==> src/rtl/pcm_slot_rx.sv <==
module pcm_slot_rx #(
  parameter int MAX_LEN     = 640,
  parameter int OFF_W       = 8,
  parameter int POS_W       = 11,
  parameter int SYNC_STAGES = 2,
  localparam int LEN_W      = $clog2(MAX_LEN + 1)
) (
  input  logic                          clk,
  input  logic                          rst_n,
  input  logic                          bclk_rise,
  input  logic                          bclk_fall,
  input  logic                          frame_start,
  input  logic [POS_W-1:0]              bit_pos,
  input  logic                          sdata_in,
  input  logic [1:0][OFF_W-1:0]         cfg_offset,
  input  logic [1:0][LEN_W-1:0]         cfg_length,
  input  logic [1:0]                    cfg_fall,
  output logic [1:0]                    cfg_err,
  input  logic [1:0]                    word_ack,
  output logic [1:0]                    word_valid,
  output logic [1:0]                    word_ovr,
  output logic [1:0][LEN_W-1:0]         word_len,
  output logic [1:0][MAX_LEN-1:0]       word_data
);

  logic [SYNC_STAGES-1:0]            din_q, rise_q, fall_q, frm_q;
  logic [SYNC_STAGES-1:0][POS_W-1:0] pos_q;

  always_ff @(posedge clk or negedge rst_n) begin
    if (!rst_n) begin
      din_q  <= '0;
      rise_q <= '0;
      fall_q <= '0;
      frm_q  <= '0;
      pos_q  <= '0;
    end else begin
      din_q  <= {din_q[SYNC_STAGES-2:0], sdata_in};
      rise_q <= {rise_q[SYNC_STAGES-2:0], bclk_rise};
      fall_q <= {fall_q[SYNC_STAGES-2:0], bclk_fall};
      frm_q  <= {frm_q[SYNC_STAGES-2:0], frame_start};
      pos_q  <= {pos_q[SYNC_STAGES-2:0], bit_pos};
    end
  end

  wire             din_a  = din_q[SYNC_STAGES-1];
  wire             rise_a = rise_q[SYNC_STAGES-1];
  wire             fall_a = fall_q[SYNC_STAGES-1];
  wire             frm_a  = frm_q[SYNC_STAGES-1];
  wire [POS_W-1:0] pos_a  = pos_q[SYNC_STAGES-1];

  for (genvar c = 0; c < 2; c++) begin : g_ch
    logic [MAX_LEN-1:0] sh_q, out_q;
    logic [LEN_W-1:0]   cnt_q, len_q;
    logic               armed_q, pend_q, vld_q, ovr_q;

    wire [LEN_W-1:0] len = cfg_length[c];
    wire legal = (len != '0) && (len <= LEN_W'(MAX_LEN)) &&
                 ((len <= LEN_W'(24)) || (len[2:0] == 3'b000));
    wire strobe = cfg_fall[c] ? fall_a : rise_a;
    wire live   = frm_a | armed_q;
    wire take   = live & strobe & legal & (pos_a >= POS_W'(cfg_offset[c]));

    wire [LEN_W-1:0]   cnt_base = frm_a ? '0 : cnt_q;
    wire [MAX_LEN-1:0] sh_base  = frm_a ? '0 : sh_q;
    wire [LEN_W-1:0]   cnt_nx   = cnt_base + LEN_W'(1);
    wire [MAX_LEN-1:0] sh_nx    = {sh_base[MAX_LEN-2:0], din_a};
    wire               last     = take && (cnt_nx == len);

    always_ff @(posedge clk or negedge rst_n) begin
      if (!rst_n) begin
        sh_q    <= '0;
        out_q   <= '0;
        cnt_q   <= '0;
        len_q   <= '0;
        armed_q <= 1'b0;
        pend_q  <= 1'b0;
        vld_q   <= 1'b0;
        ovr_q   <= 1'b0;
      end else begin
        vld_q   <= last;
        ovr_q   <= last & pend_q & ~word_ack[c];
        armed_q <= live & ~last;
        if (last)             pend_q <= 1'b1;
        else if (word_ack[c]) pend_q <= 1'b0;
        if (frm_a | take) begin
          sh_q  <= take ? sh_nx  : '0;
          cnt_q <= take ? cnt_nx : '0;
        end
        if (last) begin
          out_q <= sh_nx;
          len_q <= len;
        end
      end
    end

    assign cfg_err[c]    = ~legal;
    assign word_valid[c] = vld_q;
    assign word_ovr[c]   = ovr_q;
    assign word_len[c]   = len_q;
    assign word_data[c]  = out_q;
  end

endmodule

==> config.mk <==
export PLATFORM = sky130hd
export DESIGN_NAME = pcm_slot_rx
export DESIGN_NICKNAME = d
export VERILOG_FILES = /design/src/rtl/pcm_slot_rx.sv
export SDC_FILE = /design/constraint.sdc
export NUM_CORES = 2
export LEC_CHECK = 0
export ABC_AREA = 1
export BUFFER_PORTS_ARGS = -buffer_cell sky130_fd_sc_hd__buf_2
export CAP_MARGIN = 20
export CORE_AREA = 2 2 536 538
export CTS_CLUSTER_DIAMETER = 60
export DETAILED_ROUTE_END_ITERATION = 6
export DIE_AREA = 0 0 538 540
export PLACE_DENSITY = 0.68
export SLEW_MARGIN = 40
export SYNTH_ARGS = -nofsm -noshare
export SYNTH_HDL_FRONTEND = slang
export SYNTH_SLANG_ARGS = --single-unit
==> constraint.sdc <==
create_clock -name clk -period 3.4 [get_ports clk]
set_input_delay 0.51 -clock clk [delete_from_list [all_inputs] [get_ports clk]]
set_output_delay 0.51 -clock clk [all_outputs]
set_load 0.05 [all_outputs]
==> impl_results.md <==
- Synth Flop Type: dfrtp_1
- Via count: 87924
- Number of instances in the synthesized netlist: 12159
- Setup Skew: 74.2 ps
- Total negative setup slack: 0 ps
- Count of pins on the block boundary: 1363
- Outcome: complete, no violations
- # H-tree levels: 5
- Number of flops mapped to enable cells by yosys: 0
- Final worst hold slack: 100 ps
- Dpl hpwl: 240 mm
- Total global routing overflow: 0
- Min Clock Period, post-route: 3170 ps
- Maximum ir drop on the vdd rail: 0.000379 V
- Crit. End Element: flop
- Final standard cell count with taps included and fillers excluded: 17458
- Number of rows in the core area: 196
- RD Place Congestion: 0.892
- First-pass GRT wire length: 516 mm
- 1st-pass router iterations: 6
- Net Count, Synth: 12234
- Combinational power share: 3.4%
- Internal power component: 50.8 mW
- Via density: 5.04
- Post-synthesis area per instance: 8.80 sq um
- Share of synthesized flip-flops with an asynchronous set or reset: 100%
- X dimension of the die: 538 um
- Sequential power share: 47.6%
- Post-Place Worst Slack: -161 ps
- Max-slew headroom: 41.4%
- Yosys top cell area share: 61.7%
- Number of buffers added on ports: 1362
- Sequential-to-total area share from yosys stat: 61.7%
- Unrepaired setup endpoints after global routing: false
- Actual slew at the worst max-slew pin: 879 ps
- Setup crit start kind: flop
- Clock power share: 49.1%
- Top cell type by total area after synthesis: dfrtp_1
- Height of the die: 540 um
- Residual DRC: 0
- Switching power summed over all nets: 15.3 mW
- Root Buffer Master: clkbuf_16
- Initial antenna violation count: 37
- Area of the core: 284000 sq um
- Routed length per instance: 19.4 um
- Final critical-path share of the clock period: 93.1%
- Sink count of the clock tree: 2636
- Count of pins over their slew limit: 0
- Synth cell types: 29
- Data arrival time of the critical path: 3930 ps
- Commonest cells after routing, fill and taps aside: nand2_1 (4801), dfrtp_1 (2636), o21ai_0 (1382)
- Area growth, synth to finish: 22.2%
- Number of buffers added by the clock tree synthesis step: 290
- Maximum number of pins on one net before global-route repair: 189
- DR iter-0 viols: 7297
- Setup-violating endpoint count in the final report: 0
- Die area: 291000 sq um
- Most frequent standard cell in the layout excluding fill and tap cells: nand2_1
- Synthesis Warnings: 0
- Clock latency of the later-clocked register in the worst-skew pair: 900 ps
- Final setup margin: 234 ps
- Via count of the first global-routing pass: 84718
- Top fanout value on the critical path: 31
- Ranking of synthesized cells by area: dfrtp_1 (62%), nand2_1 (17%), o21ai_0 (6.5%)
- Detail Route Antenna Nets: 0
- Worst EP required: 4170 ps
- Fmax: 0.316 GHz
- TritonCTS clock tree: built
- Leak: 70.9 nW
- Starting utilization of the core area: 37.6%
- Clk slew on worst S/H paths: 60 ps
- Proportion of layout cells with a drive suffix above 1: 17.1%
- Switching power share of the total: 23.1%
- Ratio of total power to cell area: 506 nW/um^2
- Final core occ: 46.0%
- Crit Path Category: flop to flop
- Overall fraction of global-route tracks in use: 22.7%
- Inst Count DP: 16883
- Post-synthesis instance area: 107000 sq um
- Maximum capacitance violations: 0
- Buffers from clock root to sink, at most: 4
- WL final: 339 mm
- Yosys reg bits: 2636
- Class of the tightest hold or removal check: input pin to flop
- NumNets Final: 13522
- Hold Vio Cnt, Final: 0
==> stage by stage <==
step	total power, mW	area, sq um
after global placement	34.2	120000
after detailed placement	34.2	120000
after global routing	68.2	131000
final	66.1	131000
after CTS	66.6	131000
after floorplan	32.8	107000
==> path summary, 6_finish.rpt <==
| kind | endpoint | from | slack, ps | cells after the start |
|---|---|---|---|---|
| max | g_ch[0].out_q[536] | frm_q[1] | 230 | 16 |
| min | g_ch[0].len_q[9] | cfg_length[9] | 100 | 3 |
| min reg2reg | fall_q[1] | fall_q[0] | 350 | 0 |
| min in group asynchronous | g_ch[1].sh_q[607] | rst_n | 400 | 3 |
| max in group asynchronous | g_ch[1].len_q[8] | rst_n | 1730 | 5 |
| max reg2reg | g_ch[0].out_q[536] | frm_q[1] | 230 | 16 |
==> registers in the layout, summed over array words and instances (netlist names) <==
name / flops
g_ch.armed_q: 2
g_ch.len_q: 20
frm_q: 2
g_ch.vld_q: 2
g_ch.cnt_q: 20
fall_q: 2
din_q: 2
rise_q: 2
g_ch.out_q: 1280
pos_q: 11
g_ch.pend_q: 2
g_ch.ovr_q: 2
pos_a: 11
g_ch.sh_q: 1278
==> area by class of cell <==
cell class	count	area, sq um
diodes	20	50.0
clock buffers	427	8470
clock inverters	94	1410
fillers	26798	154000
inverters	1049	3950
multi-input cells	7569	33100
flip-flops and latches	2636	66000
well taps	3762	4710
repair buffers	1901	13100
==> cell families (layout without fill, tap and decap cells) <==
family                     after synthesis  after routing  synth area share [%]
AOI/OAI and AO/OA                     1798           1798                  8.42
xor gates and xnor gates                 4              4                0.0327
adders and majority gates               18             18                 0.211
buffers and inverters                 1954           3471                  7.45
DFF                                   2636           2636                  61.7
muxes                                    1              1               0.00936
other                                    0             20                     0
and+or+nand+nor                       5748           5748                  22.2
==> cell usage after synthesis, types with 4 or more instances <==
cell / count
nand4_1: 828
ha_1: 18
nor2_2: 7
dfrtp_1: 2636
nor2_1: 39
o21ai_0: 1383
nor3_1: 9
o21ai_1: 401
nand3_1: 58
inv_1: 1045
nand2_1: 4801
a21oi_1: 8
buf_6: 11
buf_1: 13
xor2_1: 4
buf_2: 421
clkbuf_1: 452
buf_4: 8
inv_2: 4
==> worst max-delay path, cell delays in order, from the launching register on <==
cell and delay, ps:
dfrtp_1 500, buf_4 230, nor2_1 210, ha_1 260, nand3_1 170, nor2_2 160, nand2_1 90, nand2_1 90
nand3_1 70, nand2_1 60, nand3_1 100, nor2_4 190, buf_12 240, buf_4 280, nand4_1 200, nand2_1 120
inv_1 40
==> power groups by stage <==
stage / Combinational (mW) / Sequential (mW) / Clock (mW)
2_1_floorplan: 0.797 / 32.0 / 0
4_1_cts: 2.26 / 31.4 / 33.0
3_5_place_dp: 2.21 / 32.0 / 0
6_report: 2.22 / 31.4 / 32.4
3_3_place_gp: 2.21 / 32.0 / 0
5_1_grt: 2.47 / 31.4 / 34.3
==> repair_timing <==
| item | CTS | global route |
|---|---|---|
| hold buffers | 31 | 0 |
| setup buffers | 0 | 0 |
| endpoints found under the hold margin | 83 | 0 |
| gates resized for setup | 1 | 4 |
| endpoints found under the setup margin | 134 | 27 |
==> metal layers <==
| layer | up-vias | GRT usage, % | share of wire [%] |
|---|---|---|---|
| li1 | 41424 | - | - |
| met1 | 42604 | 30.0 | 41 |
| met2 | 3173 | 35.0 | 45 |
| met3 | 701 | 5.31 | 8.3 |
| met4 | 22 | 11.4 | 5.4 |
| met5 | - | 0 | 0.041 |
Note: power is estimated with default switching activity, not from simulation.
